--- config.mk ---
export PLATFORM = sky130hd
export DESIGN_NAME = spi_master_ctl
export DESIGN_NICKNAME = d
export VERILOG_FILES = /design/src/rtl/spi_mc_pkg.sv /design/src/rtl/spi_mc_prescaler.sv /design/src/rtl/spi_mc_engine.sv /design/src/rtl/spi_master_ctl.sv
export SDC_FILE = /design/constraint.sdc
export NUM_CORES = 1
export LEC_CHECK = 0
export BUFFER_PORTS_ARGS = -buffer_cell sky130_fd_sc_hd__buf_2
export CORE_MARGIN = 2
export CORE_UTILIZATION = 29
export DETAILED_ROUTE_END_ITERATION = 10
export PLACE_DENSITY_LB_ADDON = 0.08
export SYNTH_ARGS = -nofsm -noshare
export SYNTH_HDL_FRONTEND = slang
export SYNTH_HIERARCHICAL = 1
export SYNTH_SLANG_ARGS = --single-unit
--- constraint.sdc ---
create_clock -name clk -period 4.1 [get_ports clk]
set_clock_uncertainty 0.05 [all_clocks]
set_input_delay 0.82 -clock clk [delete_from_list [all_inputs] [get_ports clk]]
set_output_delay 0.82 -clock clk [all_outputs]
set_load 0.01 [all_outputs]
--- src/rtl/spi_mc_pkg.sv ---
package spi_mc_pkg;

  localparam int WORD_W   = 16;
  localparam int NARROW_W = 8;
  localparam int DIV_W    = 3;
  localparam int EDGE_W   = $clog2(2 * WORD_W);

  typedef enum logic [1:0] {
    ST_IDLE,
    ST_ACTIVE,
    ST_TRAIL
  } eng_state_t;

  typedef struct packed {
    logic             lsb_first;
    logic             wide;
    logic             cpha;
    logic             cpol;
    logic [DIV_W-1:0] div_sel;
  } frame_cfg_t;

  // Place the outgoing bits so that the next bit to send is always the top bit.
  function automatic logic [WORD_W-1:0] align_tx(input logic [WORD_W-1:0] w,
                                                 input logic wide,
                                                 input logic lsb);
    logic [WORD_W-1:0] r;
    r = '0;
    if (wide) begin
      for (int i = 0; i < WORD_W; i++)
        r[WORD_W-1-i] = lsb ? w[i] : w[WORD_W-1-i];
    end else begin
      for (int i = 0; i < NARROW_W; i++)
        r[WORD_W-1-i] = lsb ? w[i] : w[NARROW_W-1-i];
    end
    return r;
  endfunction

  // The shift history holds the first received bit at position n-1.
  function automatic logic [WORD_W-1:0] collect_rx(input logic [WORD_W-1:0] sh,
                                                   input logic wide,
                                                   input logic lsb);
    logic [WORD_W-1:0] r;
    int n;
    r = '0;
    n = wide ? WORD_W : NARROW_W;
    for (int i = 0; i < WORD_W; i++)
      if (i < n) r[i] = lsb ? sh[n-1-i] : sh[i];
    return r;
  endfunction

  function automatic logic [EDGE_W-1:0] last_edge_of(input logic wide);
    return wide ? EDGE_W'(2 * WORD_W - 1) : EDGE_W'(2 * NARROW_W - 1);
  endfunction

endpackage

--- src/rtl/spi_mc_prescaler.sv ---
module spi_mc_prescaler #(
  parameter int DIV_W = 3
) (
  input  logic             clk,
  input  logic             rst_n,
  input  logic             run,
  input  logic [DIV_W-1:0] div_sel,
  output logic             tick
);

  localparam int CNT_W = 1 << DIV_W;

  logic [CNT_W-1:0] cnt;
  logic [CNT_W-1:0] limit;

  assign limit = (CNT_W'(1) << div_sel) - CNT_W'(1);
  assign tick  = run && (cnt == limit);

  always_ff @(posedge clk) begin
    if (!rst_n)                  cnt <= '0;
    else if (!run || cnt == limit) cnt <= '0;
    else                         cnt <= cnt + CNT_W'(1);
  end

endmodule

--- src/rtl/spi_mc_engine.sv ---
module spi_mc_engine
  import spi_mc_pkg::*;
(
  input  logic              clk,
  input  logic              rst_n,
  input  logic              enable,
  input  logic              abort,
  input  frame_cfg_t        cfg,
  input  logic              tx_avail,
  input  logic [WORD_W-1:0] tx_word,
  input  logic              miso,
  output logic              tx_take,
  output logic              frame_done,
  output logic [WORD_W-1:0] rx_word,
  output logic              busy,
  output logic              sclk,
  output logic              mosi,
  output logic              ss_n
);

  eng_state_t        state;
  logic [EDGE_W-1:0] edge_idx;
  logic [WORD_W-1:0] tx_sh, rx_sh, rx_next, prep, load_sh;
  logic              sclk_q, mosi_q, ss_q, load_mosi;
  logic              tick, active, at_last, sample_now, drive_now;
  logic              start_idle, chain;

  spi_mc_prescaler #(.DIV_W(DIV_W)) presc_i (
    .clk    (clk),
    .rst_n  (rst_n),
    .run    (state != ST_IDLE),
    .div_sel(cfg.div_sel),
    .tick   (tick)
  );

  assign active     = (state == ST_ACTIVE) && tick;
  assign at_last    = (edge_idx == last_edge_of(cfg.wide));
  assign sample_now = active && (edge_idx[0] == cfg.cpha);
  assign drive_now  = active && (edge_idx[0] != cfg.cpha) && !at_last;
  assign frame_done = active && at_last;
  assign start_idle = (state == ST_IDLE) && enable && tx_avail && !abort;
  assign chain      = frame_done && enable && tx_avail && !abort;
  assign tx_take    = start_idle || chain;

  assign prep      = align_tx(tx_word, cfg.wide, cfg.lsb_first);
  assign load_sh   = cfg.cpha ? prep : (prep << 1);
  assign load_mosi = cfg.cpha ? mosi_q : prep[WORD_W-1];

  assign rx_next = sample_now ? {rx_sh[WORD_W-2:0], miso} : rx_sh;
  assign rx_word = collect_rx(rx_next, cfg.wide, cfg.lsb_first);

  assign busy = (state != ST_IDLE);
  assign sclk = sclk_q;
  assign mosi = mosi_q;
  assign ss_n = ss_q;

  always_ff @(posedge clk) begin
    if (!rst_n) rx_sh <= '0;
    else        rx_sh <= rx_next;
  end

  always_ff @(posedge clk) begin
    if (!rst_n) begin
      state    <= ST_IDLE;
      edge_idx <= '0;
      sclk_q   <= 1'b0;
      mosi_q   <= 1'b0;
      ss_q     <= 1'b1;
      tx_sh    <= '0;
    end else if (abort) begin
      state    <= ST_IDLE;
      edge_idx <= '0;
      sclk_q   <= cfg.cpol;
      ss_q     <= 1'b1;
    end else begin
      unique case (state)
        ST_IDLE: begin
          sclk_q <= cfg.cpol;
          if (start_idle) begin
            state    <= ST_ACTIVE;
            ss_q     <= 1'b0;
            edge_idx <= '0;
            tx_sh    <= load_sh;
            mosi_q   <= load_mosi;
          end
        end
        ST_ACTIVE: begin
          if (tick) begin
            sclk_q <= ~sclk_q;
            if (drive_now) begin
              mosi_q <= tx_sh[WORD_W-1];
              tx_sh  <= tx_sh << 1;
            end
            if (at_last) begin
              edge_idx <= '0;
              if (chain) begin
                tx_sh  <= load_sh;
                mosi_q <= load_mosi;
              end else begin
                state <= ST_TRAIL;
              end
            end else begin
              edge_idx <= edge_idx + EDGE_W'(1);
            end
          end
        end
        ST_TRAIL: begin
          if (tick) begin
            state <= ST_IDLE;
            ss_q  <= 1'b1;
          end
        end
        default: state <= ST_IDLE;
      endcase
    end
  end

endmodule

--- src/rtl/spi_master_ctl.sv ---
module spi_master_ctl
  import spi_mc_pkg::*;
#(
  parameter int ADDR_W = 2
) (
  input  logic              clk,
  input  logic              rst_n,
  input  logic              host_wr,
  input  logic              host_rd,
  input  logic [ADDR_W-1:0] host_addr,
  input  logic [WORD_W-1:0] host_wdata,
  output logic [WORD_W-1:0] host_rdata,
  output logic              sclk,
  output logic              mosi,
  input  logic              miso,
  output logic              ss_n,
  input  logic              ss_in_n
);

  localparam logic [ADDR_W-1:0] ADDR_CTRL = ADDR_W'(0);
  localparam logic [ADDR_W-1:0] ADDR_DATA = ADDR_W'(1);
  localparam logic [ADDR_W-1:0] ADDR_STAT = ADDR_W'(2);
  localparam int CFG_W = $bits(frame_cfg_t);

  frame_cfg_t        cfg_q;
  logic              master_en, modf, txe, rxne, ovr, ovr_armed;
  logic [WORD_W-1:0] tx_buf, rx_buf, rx_word;
  logic              sense_s1, sense_s2;

  // Named internal events.
  logic ctrl_wr, data_wr, data_rd, stat_rd;
  logic modf_event, ovr_event, tx_take, frame_done, eng_busy;

  assign ctrl_wr    = host_wr && (host_addr == ADDR_CTRL) && !eng_busy;
  assign data_wr    = host_wr && (host_addr == ADDR_DATA);
  assign data_rd    = host_rd && (host_addr == ADDR_DATA);
  assign stat_rd    = host_rd && (host_addr == ADDR_STAT);
  assign modf_event = master_en && !sense_s2;
  assign ovr_event  = frame_done && rxne;

  spi_mc_engine engine_i (
    .clk       (clk),
    .rst_n     (rst_n),
    .enable    (master_en && !modf),
    .abort     (modf_event),
    .cfg       (cfg_q),
    .tx_avail  (!txe),
    .tx_word   (tx_buf),
    .miso      (miso),
    .tx_take   (tx_take),
    .frame_done(frame_done),
    .rx_word   (rx_word),
    .busy      (eng_busy),
    .sclk      (sclk),
    .mosi      (mosi),
    .ss_n      (ss_n)
  );

  always_ff @(posedge clk) begin
    if (!rst_n) begin
      sense_s1 <= 1'b1;
      sense_s2 <= 1'b1;
    end else begin
      sense_s1 <= ss_in_n;
      sense_s2 <= sense_s1;
    end
  end

  // Control register and mode fault.
  always_ff @(posedge clk) begin
    if (!rst_n) begin
      cfg_q     <= '0;
      master_en <= 1'b0;
      modf      <= 1'b0;
    end else if (modf_event) begin
      master_en <= 1'b0;
      modf      <= 1'b1;
    end else if (ctrl_wr) begin
      cfg_q     <= frame_cfg_t'(host_wdata[CFG_W-1:0]);
      master_en <= host_wdata[CFG_W];
      modf      <= 1'b0;
    end
  end

  // Transmit buffer.
  always_ff @(posedge clk) begin
    if (!rst_n) begin
      tx_buf <= '0;
      txe    <= 1'b1;
    end else if (data_wr) begin
      tx_buf <= host_wdata;
      txe    <= 1'b0;
    end else if (tx_take) begin
      txe <= 1'b1;
    end
  end

  // Receive buffer and overrun.
  always_ff @(posedge clk) begin
    if (!rst_n) begin
      rx_buf    <= '0;
      rxne      <= 1'b0;
      ovr       <= 1'b0;
      ovr_armed <= 1'b0;
    end else begin
      if (frame_done && !rxne) begin
        rx_buf <= rx_word;
        rxne   <= 1'b1;
      end else if (data_rd) begin
        rxne <= 1'b0;
      end
      if (ovr_event) begin
        ovr       <= 1'b1;
        ovr_armed <= 1'b0;
      end else if (stat_rd && ovr) begin
        ovr_armed <= 1'b1;
      end else if (data_rd) begin
        if (ovr_armed) ovr <= 1'b0;
        ovr_armed <= 1'b0;
      end
    end
  end

  always_comb begin
    host_rdata = '0;
    unique case (host_addr)
      ADDR_CTRL: host_rdata[CFG_W:0] = {master_en, cfg_q};
      ADDR_DATA: host_rdata = rx_buf;
      ADDR_STAT: host_rdata[4:0] = {modf, ovr, eng_busy, rxne, txe};
      default:   host_rdata = '0;
    endcase
  end

endmodule

==> reports/qor.csv <==
stage,metric,value,unit
floorplan,Die Y-Extent,140,um
floorplan,num rows,49,
global_route,GRT Total Usage,15.6,%
cells_and_area,nets@finish,686,
cells_and_area,area grow syn2layout,14.5,%
global_route,largest net degree at the start of global routing,51,
synth,"EDFF count, synth",0,
drt,vias after detailed routing,4471,
global_route,vias in the first global route,4328,
cells_and_area,share of layout cells above drive strength 1,18.4,%
cts,Worst-path clk slew,70,ps
timing,Fmax,0.256,GHz
critical_path,R2R Setup Slk,190,ps
drt,DRT Wirelength,15100,um
power_and_ir_drop,total power,2.09,mW
critical_path,CP max stage cell,or4_4,
placed_design,DPL Wire Length,10700,um
timing,Final Max Slew Viols,0,
cts,CTS Buffer Depth,2,
cells_and_area,most frequent cells in the layout,"110 x nand2_1, 97 x dfxtp_1, 42 x buf_2",
synth,post-synthesis sequential area ratio,36.2,%
critical_path,WP buf/inv,1,
drt,DRC Markers,4,
timing,endpoints failing hold,0,
cts,CTS H-tree lvls,3,
synth,ys flop type,dfxtp_1,
drt,post-route ant nets,0,
critical_path,chain of cells forming the critical path,or3_2 > ha_2 > xnor2_2 > xnor2_1 > or4_4 > nor4_4 > and2_1 > buf_4 > nand4b_1 > or3_4 > a31o_1 > a32o_1,
synth,Synth cell types,74,
synth,async set or reset register ratio after synthesis,0,%
drt,initial detailed-routing violation count,194,
synth,Avg Synthesized Cell Area,8.50,um^2
cts,Root Driver,clkbuf_16,
drt,drt wl/cell,16.8,um
timing,final setup margin,187,ps
global_route,initial antenna violation count,1,
critical_path,CP endpoint kind,flip-flop,
cts,worst skew pair latency,350,ps
timing,period utilisation layout,95.4,%
floorplan,core area,18100,um^2
floorplan,DIE AREA,19600,um^2
timing,RSZ-0062 raised after global routing,true,
critical_path,CP max stage delay,530,ps
cells_and_area,fin area,6150,um^2
drt,vias per cell,5.00,
global_route,first-pass GRT wire length,24000,um
min_path,Hold Path Class,flip-flop to flip-flop,
floorplan,I/O pin total,43,
floorplan,Die X,140,um
power_and_ir_drop,leak pwr,2.18,nW
critical_path,"Req. time, crit path",4290,ps
timing,Tmin final,3910,ps
synth,Synth Cell Area,5370,um^2
cells_and_area,"commonest non-fill, non-tap cell in the layout",nand2_1,
critical_path,"CP delay by family, top",simple AND/OR/NAND/NOR gates,
cts,CTS buffer count,9,
critical_path,CP Data Arrival Time,4100,ps
timing,relative slew slack,47.6,%
cts,# hold bufs at CTS,0,
cts,setup repair bufs after CTS,0,
power_and_ir_drop,worst vdd ir,0.000206,V
outcome,status,"complete, but fails checks",
critical_path,crit-path max FO,17,
placed_design,Area after DPL,5780,um^2
power_and_ir_drop,Cell Pwr Density,340,nW/um^2
global_route,gr ovfl total,0,
timing,setup_tns,0,ps
critical_path,kind of critical path,flip-flop to flip-flop,
synth,Syn. warnings,6,
timing,Worst-Margin Slew,784,ps
placed_design,DP Worst Slack,53.9,ps
flow_run,max-cap check violation count,0,
floorplan,Initial Utilization,29.7,%
placed_design,routability cong.,0.816,
placed_design,number of buffers added on ports,42,
synth,Post-Synthesis Cells,632,
cts,CTS tree,yes,
synth,synthesis-stage register bit count,97,
outcome,failing checks,DRC,
timing,endpoints failing setup,0,
drt,Pre-antenna DRT Iters,8,
critical_path,CP startpoint kind,flip-flop,
cts,# clock sinks,97,
synth,"Net Count, Synth",659,
## report_power, final
part	leakage (nW)	switching (mW)	internal [mW]
Combinational	1.23	0.104	0.0730
Sequential	0.784	0.0127	0.954
Clock	0.159	0.394	0.554
## cell type report
cell class	count	area (um^2)
Tap cell	229	287
Timing Repair Buffer	64	388
Multi-Input combinational cell	478	3170
Antenna cell	1	2.50
Sequential cell	97	1940
Clock buffer	10	239
Clock inverter	6	90.1
Inverter	9	33.8
Fill cell	1900	11900
## metrics by stage
step	cells	hold WS [ps]	util [%]
after floorplan	632	336	-
after global placement	877	349	32.0
after detailed placement	877	349	32.0
after CTS	893	369	33.8
after global routing	894	418	34.0
final	894	362	34.0
## registers in the layout, summed over array words and instances, names as in the netlist
signal                count
engine_i/rx_sh           16
modf                      1
engine_i/mosi             1
engine_i/state            2
engine_i/edge_idx         5
engine_i/sclk             1
rx_buf                   16
ovr_armed                 1
master_en                 1
engine_i/tx_sh           16
sense_s1                  1
rxne                      1
engine_i/ss_n             1
tx_buf                   16
engine_i/presc_i/cnt      8
ovr                       1
sense_s2                  1
txe                       1
cfg_q                     7
## worst register-to-register path, delay by kind of cell (launching register included)
kind / cells / cell delay [ps]
compound gates: 2 / 760
xor+xnor: 2 / 270
fa+ha+maj: 1 / 240
buf+inv: 1 / 170
flops: 1 / 310
simple gates: 6 / 1990
## kinds of logic after synthesis
| group | count (synthesis) | share of synthesized area [%] |
|---|---|---|
| and+or+nand+nor | 257 | 24.0 |
| AOI/OAI and AO/OA | 145 | 18.8 |
| DFF | 97 | 36.2 |
| buffers and inverters | 57 | 5.50 |
| muxes | 56 | 12.1 |
| xor gates and xnor gates | 17 | 2.77 |
| adders and majority gates | 3 | 0.699 |
## timing repair
item	in CTS	in global routing
endpoints found under the hold margin	0	0
gates resized for setup	0	8
endpoints found under the setup margin	0	33
## synth_stat cells, types with 2 or more instances
library cell / instances / area share, %
a211oi_1: 7 / 0.98
and2_1: 11 / 1.3
xnor2_1: 6 / 0.98
nor3b_1: 2 / 0.28
o31ai_2: 2 / 0.47
nand2b_1: 5 / 0.58
mux2_2: 10 / 2.1
mux4_2: 6 / 2.5
o31ai_1: 6 / 0.84
mux2i_1: 40 / 7.5
o21ai_0: 34 / 3.2
xor2_1: 11 / 1.8
and3_1: 2 / 0.23
o32ai_1: 6 / 0.98
clkbuf_1: 21 / 1.5
nand4b_1: 2 / 0.33
nor3_1: 8 / 0.75
o2111ai_1: 2 / 0.33
buf_4: 4 / 0.56
a21oi_1: 18 / 1.7
inv_1: 9 / 0.63
nor2_1: 40 / 2.8
nand2_1: 110 / 7.7
nor2b_1: 27 / 3.1
nand3_1: 23 / 2.1
buf_2: 14 / 1.3
a31oi_1: 6 / 0.70
a21boi_0: 32 / 4.5
buf_1: 3 / 0.21
nand3b_1: 4 / 0.56
dfxtp_1: 97 / 36
o21a_1: 9 / 1.3
buf_6: 5 / 1.0
o211ai_1: 4 / 0.56
nor4_1: 3 / 0.35
ha_1: 3 / 0.70
and3b_1: 3 / 0.49
## routing by layer
layer	track usage [%]	part of all wire, %	vias to the layer above
met5	0	0	-
met4	6.11	2.2	0
met3	2.02	3.7	16
met2	24.0	45	65
met1	22.2	49	2119
li1	-	-	2271
## path summary, 6_finish.rpt
check,startpoint,end,cells after the start
max,cfg_q[2],engine_i/tx_sh[0],12
min,sense_s1,sense_s2,1
max reg2reg,cfg_q[2],engine_i/tx_sh[0],12
min reg2reg,sense_s1,sense_s2,1
Note: power is estimated with default switching activity, not from simulation.
